**src/rtl/tdp_pkg.sv**
```systemverilog
// Shared types for the two-port RAM.
// Assumes: nothing beyond a SystemVerilog-2017 tool.
package tdp_pkg;

    // What a port's read output shows on a write cycle
    typedef enum logic [1:0] {
        WM_READ_FIRST  = 2'd0,
        WM_WRITE_FIRST = 2'd1,
        WM_NO_CHANGE   = 2'd2
    } wmode_e;

endpackage

```
**src/rtl/tdp_array.sv**
```systemverilog
// Bit storage shared by two ports of possibly different widths.
// Stored as lanes of the narrower width. Each port writes whole words, and
// port A wins on lanes that both ports write at the same edge.
// Reads are combinational from the stored lanes (the values before the edge).
// Assumes: widths are powers of two, the wider width is a multiple of the
// narrower, and each depth is at least 2.
module tdp_array #(
    parameter int TOTAL_BITS = 1024,
    parameter int A_W        = 8,
    parameter int B_W        = 32,
    localparam int AW_A      = $clog2(TOTAL_BITS / A_W),
    localparam int AW_B      = $clog2(TOTAL_BITS / B_W)
) (
    input  logic            clk,
    input  logic            a_wr,
    input  logic [AW_A-1:0] a_addr,
    input  logic [A_W-1:0]  a_wd,
    input  logic            b_wr,
    input  logic [AW_B-1:0] b_addr,
    input  logic [B_W-1:0]  b_wd,
    output logic [A_W-1:0]  a_rd,
    output logic [B_W-1:0]  b_rd
);
    localparam int LW    = (A_W < B_W) ? A_W : B_W;
    localparam int LANES = TOTAL_BITS / LW;
    localparam int KA    = A_W / LW;
    localparam int KB    = B_W / LW;

    logic [TOTAL_BITS-1:0] flat;

    for (genvar i = 0; i < LANES; i++) begin : g_lane
        localparam int IA = i / KA;
        localparam int SA = i % KA;
        localparam int IB = i / KB;
        localparam int SB = i % KB;
        logic [LW-1:0] bits_q;
        logic          hit_a;
        logic          hit_b;

        assign hit_a = a_wr && (a_addr == AW_A'(IA));
        assign hit_b = b_wr && (b_addr == AW_B'(IB));

        // Lane store: port A has priority over port B
        always_ff @(posedge clk) begin
            if (hit_a) begin
                bits_q <= a_wd[SA*LW +: LW];
            end else if (hit_b) begin
                bits_q <= b_wd[SB*LW +: LW];
            end
        end

        assign flat[i*LW +: LW] = bits_q;
    end

    // Word fetch for each port from the flat bit view
    assign a_rd = flat[int'(a_addr)*A_W +: A_W];
    assign b_rd = flat[int'(b_addr)*B_W +: B_W];

endmodule

```
**src/rtl/tdp_port_out.sv**
```systemverilog
// Read-output path of one port: the first register applies the write mode,
// and an optional second register adds a cycle. Both registers move only on
// enabled cycles.
// Assumes: rd is the array word at the port address before the edge.
module tdp_port_out
    import tdp_pkg::*;
#(
    parameter int     W    = 8,
    parameter wmode_e MODE = WM_READ_FIRST,
    parameter bit     PIPE = 1'b0
) (
    input  logic         clk,
    input  logic         rst_n,
    input  logic         en,
    input  logic         we,
    input  logic [W-1:0] wd,
    input  logic [W-1:0] rd,
    output logic [W-1:0] dout
);
    logic [W-1:0] s1_q;

    // First output register, chosen by access kind and write mode
    always_ff @(posedge clk) begin
        if (!rst_n) begin
            s1_q <= '0;
        end else if (en) begin
            if (!we) begin
                s1_q <= rd;
            end else begin
                case (MODE)
                    WM_READ_FIRST:  s1_q <= rd;
                    WM_WRITE_FIRST: s1_q <= wd;
                    default:        s1_q <= s1_q;
                endcase
            end
        end
    end

    if (PIPE) begin : g_pipe
        logic [W-1:0] s2_q;

        // Extra stage, advanced only with the port enable
        always_ff @(posedge clk) begin
            if (!rst_n) begin
                s2_q <= '0;
            end else if (en) begin
                s2_q <= s1_q;
            end
        end
        assign dout = s2_q;
    end else begin : g_direct
        assign dout = s1_q;
    end

endmodule

```
**src/rtl/tdp_ram.sv**
```systemverilog
// Two-port RAM on one clock, with a write mode and an optional output stage
// per port, and independent port widths over the same bit array.
// Assumes: power-of-two widths, one width a multiple of the other, and
// depths of at least 2. The array contents are not reset.
module tdp_ram
    import tdp_pkg::*;
#(
    parameter int     TOTAL_BITS = 1024,
    parameter int     A_W        = 8,
    parameter int     B_W        = 32,
    parameter wmode_e A_MODE     = WM_READ_FIRST,
    parameter wmode_e B_MODE     = WM_WRITE_FIRST,
    parameter bit     A_PIPE     = 1'b0,
    parameter bit     B_PIPE     = 1'b1,
    localparam int    AW_A       = $clog2(TOTAL_BITS / A_W),
    localparam int    AW_B       = $clog2(TOTAL_BITS / B_W)
) (
    input  logic            clk,
    input  logic            rst_n,
    input  logic            a_en,
    input  logic            a_we,
    input  logic [AW_A-1:0] a_addr,
    input  logic [A_W-1:0]  a_wdata,
    output logic [A_W-1:0]  a_rdata,
    input  logic            b_en,
    input  logic            b_we,
    input  logic [AW_B-1:0] b_addr,
    input  logic [B_W-1:0]  b_wdata,
    output logic [B_W-1:0]  b_rdata
);
    logic [A_W-1:0] a_rd_w;
    logic [B_W-1:0] b_rd_w;
    logic           a_wr;
    logic           b_wr;

    assign a_wr = a_en && a_we;
    assign b_wr = b_en && b_we;

    tdp_array #(
        .TOTAL_BITS(TOTAL_BITS),
        .A_W       (A_W),
        .B_W       (B_W)
    ) u_array (
        .clk   (clk),
        .a_wr  (a_wr),
        .a_addr(a_addr),
        .a_wd  (a_wdata),
        .b_wr  (b_wr),
        .b_addr(b_addr),
        .b_wd  (b_wdata),
        .a_rd  (a_rd_w),
        .b_rd  (b_rd_w)
    );

    tdp_port_out #(
        .W   (A_W),
        .MODE(A_MODE),
        .PIPE(A_PIPE)
    ) u_out_a (
        .clk  (clk),
        .rst_n(rst_n),
        .en   (a_en),
        .we   (a_we),
        .wd   (a_wdata),
        .rd   (a_rd_w),
        .dout (a_rdata)
    );

    tdp_port_out #(
        .W   (B_W),
        .MODE(B_MODE),
        .PIPE(B_PIPE)
    ) u_out_b (
        .clk  (clk),
        .rst_n(rst_n),
        .en   (b_en),
        .we   (b_we),
        .wd   (b_wdata),
        .rd   (b_rd_w),
        .dout (b_rdata)
    );

endmodule

```
**config.mk**
```make
export PLATFORM = sky130hd
export DESIGN_NAME = tdp_ram
export DESIGN_NICKNAME = d
export VERILOG_FILES = /design/src/rtl/tdp_pkg.sv /design/src/rtl/tdp_array.sv /design/src/rtl/tdp_port_out.sv /design/src/rtl/tdp_ram.sv
export SDC_FILE = /design/constraint.sdc
export NUM_CORES = 2
export LEC_CHECK = 0
export ABC_AREA = 0
export BUFFER_PORTS_ARGS = -buffer_cell sky130_fd_sc_hd__buf_2
export CAP_MARGIN = 25
export CORE_MARGIN = 5
export CORE_UTILIZATION = 60
export CTS_CLUSTER_SIZE = 30
export DETAILED_ROUTE_END_ITERATION = 10
export PLACE_DENSITY_LB_ADDON = 0.1
export SKIP_CTS_REPAIR_TIMING = 1
export SYNTH_ARGS = -nofsm -noshare
export SYNTH_HDL_FRONTEND = slang
export SYNTH_SLANG_ARGS = --single-unit
```
**constraint.sdc**
```tcl
create_clock -name clk -period 4.1 [get_ports clk]
set_input_delay 0.41 -clock clk [delete_from_list [all_inputs] [get_ports clk]]
set_output_delay 0.41 -clock clk [all_outputs]
set_load 0.03 [all_outputs]
```
### Yosys cells after proc, flatten, opt, wreduce, memory -nomap -nowiden

Cells that the tools add are included.

* muxes and demuxes: 257
* reduce and logical (&&, ||, !) cells: 292
* shift-type cells: 2
* equality and inequality tests: 158

Operator list (number)
* $mux 8: 256
* $shiftx 1024x11->32: 1
* $shiftx 1024x11->8: 1
* $eq 7x7->1 const B: 64
* $reduce_bool 2->1: 128
* $eq 7x6->1 const B: 32
* $logic_and 1x1->1: 162
* $eq 7x5->1 const B: 16
* $eq 5x5->1 const B: 16
* $eq 7x4->1 const B: 8
* $eq 5x4->1 const B: 8
* $mux 32: 1
* $eq 7x3->1 const B: 4
* $eq 5x3->1 const B: 4
* $eq 7x2->1 const B: 2
* $eq 5x2->1 const B: 2
* $eq 7x1->1 const B: 1
* $logic_not 7->1: 1
* $eq 5x1->1 const B: 1
* $logic_not 5->1: 1

* output and inout bits: 40
* bits in registers: 1096

### Depth between registers and ports, before layout

* depth in word-level cells: 4
* depth in mapped cells: 11
* depth with buffers taken out: 6

### Hierarchy

From an unflattened synthesis, not the netlist that was laid out.

* cell total of the unflattened synthesis: 4083
* area total of the unflattened synthesis: 64135.3 µm²

By module, submodules not included
* tdp_array: times used 1, area each 61079.8 µm², cells an instance 3810
* tdp_port_out (u_out_b): times used 1, area each 2741.4 µm², cells an instance 246
* tdp_port_out (u_out_a): times used 1, area each 301.5 µm², cells an instance 25
* tdp_ram: times used 1, area each 12.5 µm², cells an instance 2

### Least setup slack after synthesis

OpenSTA, ideal clock, no wires.

* path kind: input to register
* from: input a_addr[0]
* to: register u_array.g_lane[102].bits_q[0] (enable)
* setup time: 384 ps
* required time: 3716 ps
* buffers on the path: 4
* cell stages on the path: 7
* arrival time: 2256 ps
* slack: 1460 ps
* cells stage by stage: buf_2 or2_1 clkbuf_1 or3_1 buf_4 buf_2 o21ai_0

* word-level cells in the longest chain between the ends: 3

Ends and longest elaborated chain
* start: declaration: line tdp_ram.sv:22 `input logic [AW_A-1:0] a_addr,`
* $eq 7x7->1: line tdp_array.sv:40 `assign hit_a = a_wr && (a_addr == AW_A'(IA));`
* $logic_and 1x1->1: line tdp_array.sv:40
* $reduce_bool 2->1 (no source line)
* end signal: assignment: line tdp_array.sv:46 `bits_q <= a_wd[SA*LW +: LW];`
* end signal: assignment: line tdp_array.sv:48 `bits_q <= b_wd[SB*LW +: LW];`
* end: declaration: line tdp_array.sv:36 `logic [LW-1:0] bits_q;`

No other way between the ends.
A chain may end at the register's enable or synchronous reset.

### Worst setup path after layout

* from: input a_addr[1]
* to: register u_out_a.s1_q[2] (netlist: u_out_a.dout[2])

* word-level cells in the longest chain between the ends: 1

Ends and longest elaborated chain
* $shiftx 1024x11->8: line tdp_array.sv:56 `assign a_rd = flat[int'(a_addr)*A_W +: A_W];`
* end signal: assignment: line tdp_port_out.sv:28 `s1_q <= rd;`
* end signal: assignment: line tdp_port_out.sv:31 `WM_READ_FIRST: s1_q <= rd;`
* end signal: assignment: line tdp_port_out.sv:32 `WM_WRITE_FIRST: s1_q <= wd;`
* end: declaration: line tdp_port_out.sv:20 `logic [W-1:0] s1_q;`

No other way between the ends.

==> results.sh <==
export IMPL_clock_fmax_ghz=0.317
export IMPL_antenna_found_initial=19
export IMPL_synth_warnings=0
export IMPL_track_usage_pct=45.5
export IMPL_synthFlopType="edfxtp_1"
export IMPL_whs_ns=0.0371
export IMPL_die_w_um=339
export IMPL_avgSynthCellArea_um2=15.0
export IMPL_finalNetCount=4407
export IMPL_skew_ns=0.0395
export IMPL_cp_data_required_time_ns=4.71
export IMPL_worst_slack_ns=0.943
export IMPL_cts_max_path_buffers=3
export IMPL_finalHoldViolCount=0
export IMPL_finalCritPeriodShare_pct=77.0
export IMPL_core_um2=107000
export IMPL_synth_edff_count=1024
export IMPL_synth_fp_nets=4379
export IMPL_drt_iter0_markers=9014
export IMPL_grt_setup_unrepaired="no"
export IMPL_start_util_pct=60.5
export IMPL_leakagePower_nw=24.3
export IMPL_synth_top_family_by_area="multiplexers"
export IMPL_viasPerCell=7.89
export IMPL_synth_cell_types=54
export IMPL_ant_nets=0
export IMPL_routed_wl_mm=268
export IMPL_cts_tree="built"
export IMPL_crit_type="in2reg"
export IMPL_cp_max_fo=71
export IMPL_fp_row_count=120
export IMPL_clkSinkCount=1096
export IMPL_root_buffer="clkbuf_16"
export IMPL_synth_compound_area_share_pct=3.96
export IMPL_synth_area_um2=64900
export IMPL_io_pins=98
export IMPL_p_per_area_nw_per_um2=375
export IMPL_synth_seq_cells=1096
export IMPL_overflow=0
export IMPL_drt_pass1_iter_count=6
export IMPL_peakVddDrop_uv=410
export IMPL_crit_path_end_kind="flop"
export IMPL_hpwl_mm=186
export IMPL_drc=0
export IMPL_cts_buffers=120
export IMPL_dieArea_um2=115000
export IMPL_syn_inst=4321
export IMPL_htree_levels=3
export IMPL_place_gp_congestion=1.04
export IMPL_clk_latency_ns=0.76
export IMPL_synth_simple_gate_area_share_pct=3.86
export IMPL_hold_class="in2reg"
export IMPL_finalSetupViolCount=0
export IMPL_max_cap_violations=0
export IMPL_path_clk_slew_ns=0.07
export IMPL_worst_slew_pin_slew_ns=1.23
export IMPL_outcome="completed"
export IMPL_via_count=46200
export IMPL_slew_violations=0
export IMPL_slew_headroom_pct=18.2
export IMPL_synthXorXnorAreaFrac_pct=0
export IMPL_dp_worst_setup_slack_ns=0.409
export IMPL_critPathArrivalTime_ns=3.77
export IMPL_final_layout_size_suffix_gt1_share_pct=49.7
export IMPL_grt_max_degree=85
export IMPL_grt_pass1_wl_mm=362
export IMPL_grt_pass1_vias=43600
export IMPL_ys_seq_area_share_pct=49.6
export IMPL_port_buffers=97
export IMPL_areaGrowthSynthToFinish_pct=10.2
export IMPL_startpoint_type="input pin"
export IMPL_synth_adder_area_share_pct=0
export IMPL_synthMuxAreaShare_pct=39.3
export IMPL_tns_ns=0
export IMPL_avgRoutedWirePerCell_um=45.7
export IMPL_ys_async_sr_fraction_pct=0
export IMPL_floorplan_die_height_um=339
export IMPL_period_minus_slack_ns=3.16
==> per-layer routing <==
| layer | up-vias | wire length (um) | global-route usage [%] |
|---|---|---|---|
| met1 | 23700 | 94200 | 61.6 |
| met3 | 731 | 43700 | 18.2 |
| met2 | 4403 | 112000 | 63.8 |
| met5 | - | 166 | 0.833 |
| met4 | 8 | 17600 | 23.3 |
| li1 | 17400 | - | - |
==> area by class of cell <==
type,instances,area (um^2)
diodes,4,10.0
clock buffers,151,3270
clock inverters,73,599
fillers,7783,35700
inverters,1,3.75
multi-input cells,2747,30600
flip-flops and latches,1096,32200
well taps,1403,1760
repair buffers,383,3080
==> report_power, final <==
part	internal [mW]	total (mW)	switching (mW)
clock	6.17	10.9	4.73
combinational	1.32	3.42	2.10
sequential	12.4	12.5	0.118
total	19.9	26.8	6.95
==> cells by family (layout without fill, tap and decap cells) <==
family          Yosys count  count (layout)
other cells               0               4
compound gates          398             398
mux                    1852            1852
flops                  1096            1096
simple gates            497             497
buf+inv                 478             608
==> Yosys cell counts, types with 28 or more instances <==
master    number  area (um^2)
nand2_2       29          181
dfxtp_1       72         1440
o21ai_0      158          791
buf_2        100          500
a211oi_1      43          323
nor2_2        60          375
mux4_2       438         9860
mux2i_1      314         3140
edfxtp_1    1024        30700
buf_4         28          210
nor2b_1       42          263
clkbuf_1     308         1160
a22oi_1       83          623
nand3_1       34          170
nand2_1      194          728
mux2_2      1094        12300
nor2_1        71          267
a31oi_1       51          319
a211o_1       33          289
==> through the flow <==
| step | utilization (%) | area, um^2 | power (mW) | cells |
|---|---|---|---|---|
| floorplan | - | 64900 | 14.7 | 4321 |
| global placement | 62.9 | 67400 | 15.9 | 5619 |
| detailed placement | 63.0 | 67500 | 15.9 | 5625 |
| CTS | 66.6 | 71400 | 26.6 | 5849 |
| global route | 66.7 | 71500 | 27.3 | 5854 |
| finish | 66.7 | 71500 | 26.8 | 5858 |
==> path summary, 6_finish.rpt <==
path / slack, ns / startpoint / cells after the start / endpoint
setup reg to reg: 1.12 / u_array.g_lane[65].bits_q[2] / 6 / u_out_a.dout[2]
hold reg to reg: 0.51 / u_out_b.dout[31] / 2 / u_out_b.dout[31]
hold / removal: 0.04 / b_en / 2 / u_out_b.s1_q[19]
setup / recovery: 0.94 / a_addr[1] / 8 / u_out_a.dout[2]
==> critical path: stages <==
cell     delay, ns
buf_8         0.51
buf_12        0.45
mux4_2        0.41
mux4_2        0.46
mux2i_1       0.57
nor2_1        0.12
nor3_1        0.56
nor3_1        0.14
==> state kept, by name, summed over array words and instances, names as in the netlist <==
| signal | count |
|---|---|
| u_array.g_lane.bits_q | 1024 |
| u_out_b.s1_q | 32 |
| u_out_b.dout | 32 |
| u_out_a.dout | 8 |
==> cells in the final DEF, fill, tap and decap left out, types with 34 or more instances in the layout <==
cell type	n
a211oi_1	43
a22oi_1	83
a31oi_1	51
buf_2	81
buf_4	267
clkbuf_16	125
dfxtp_1	72
edfxtp_1	1024
mux2_2	1094
mux2i_1	314
mux4_2	438
nand2_1	194
nand3_1	34
nor2_1	69
nor2_2	61
nor2b_1	39
o21ai_0	158
Power figures use the tool's default switching activity.
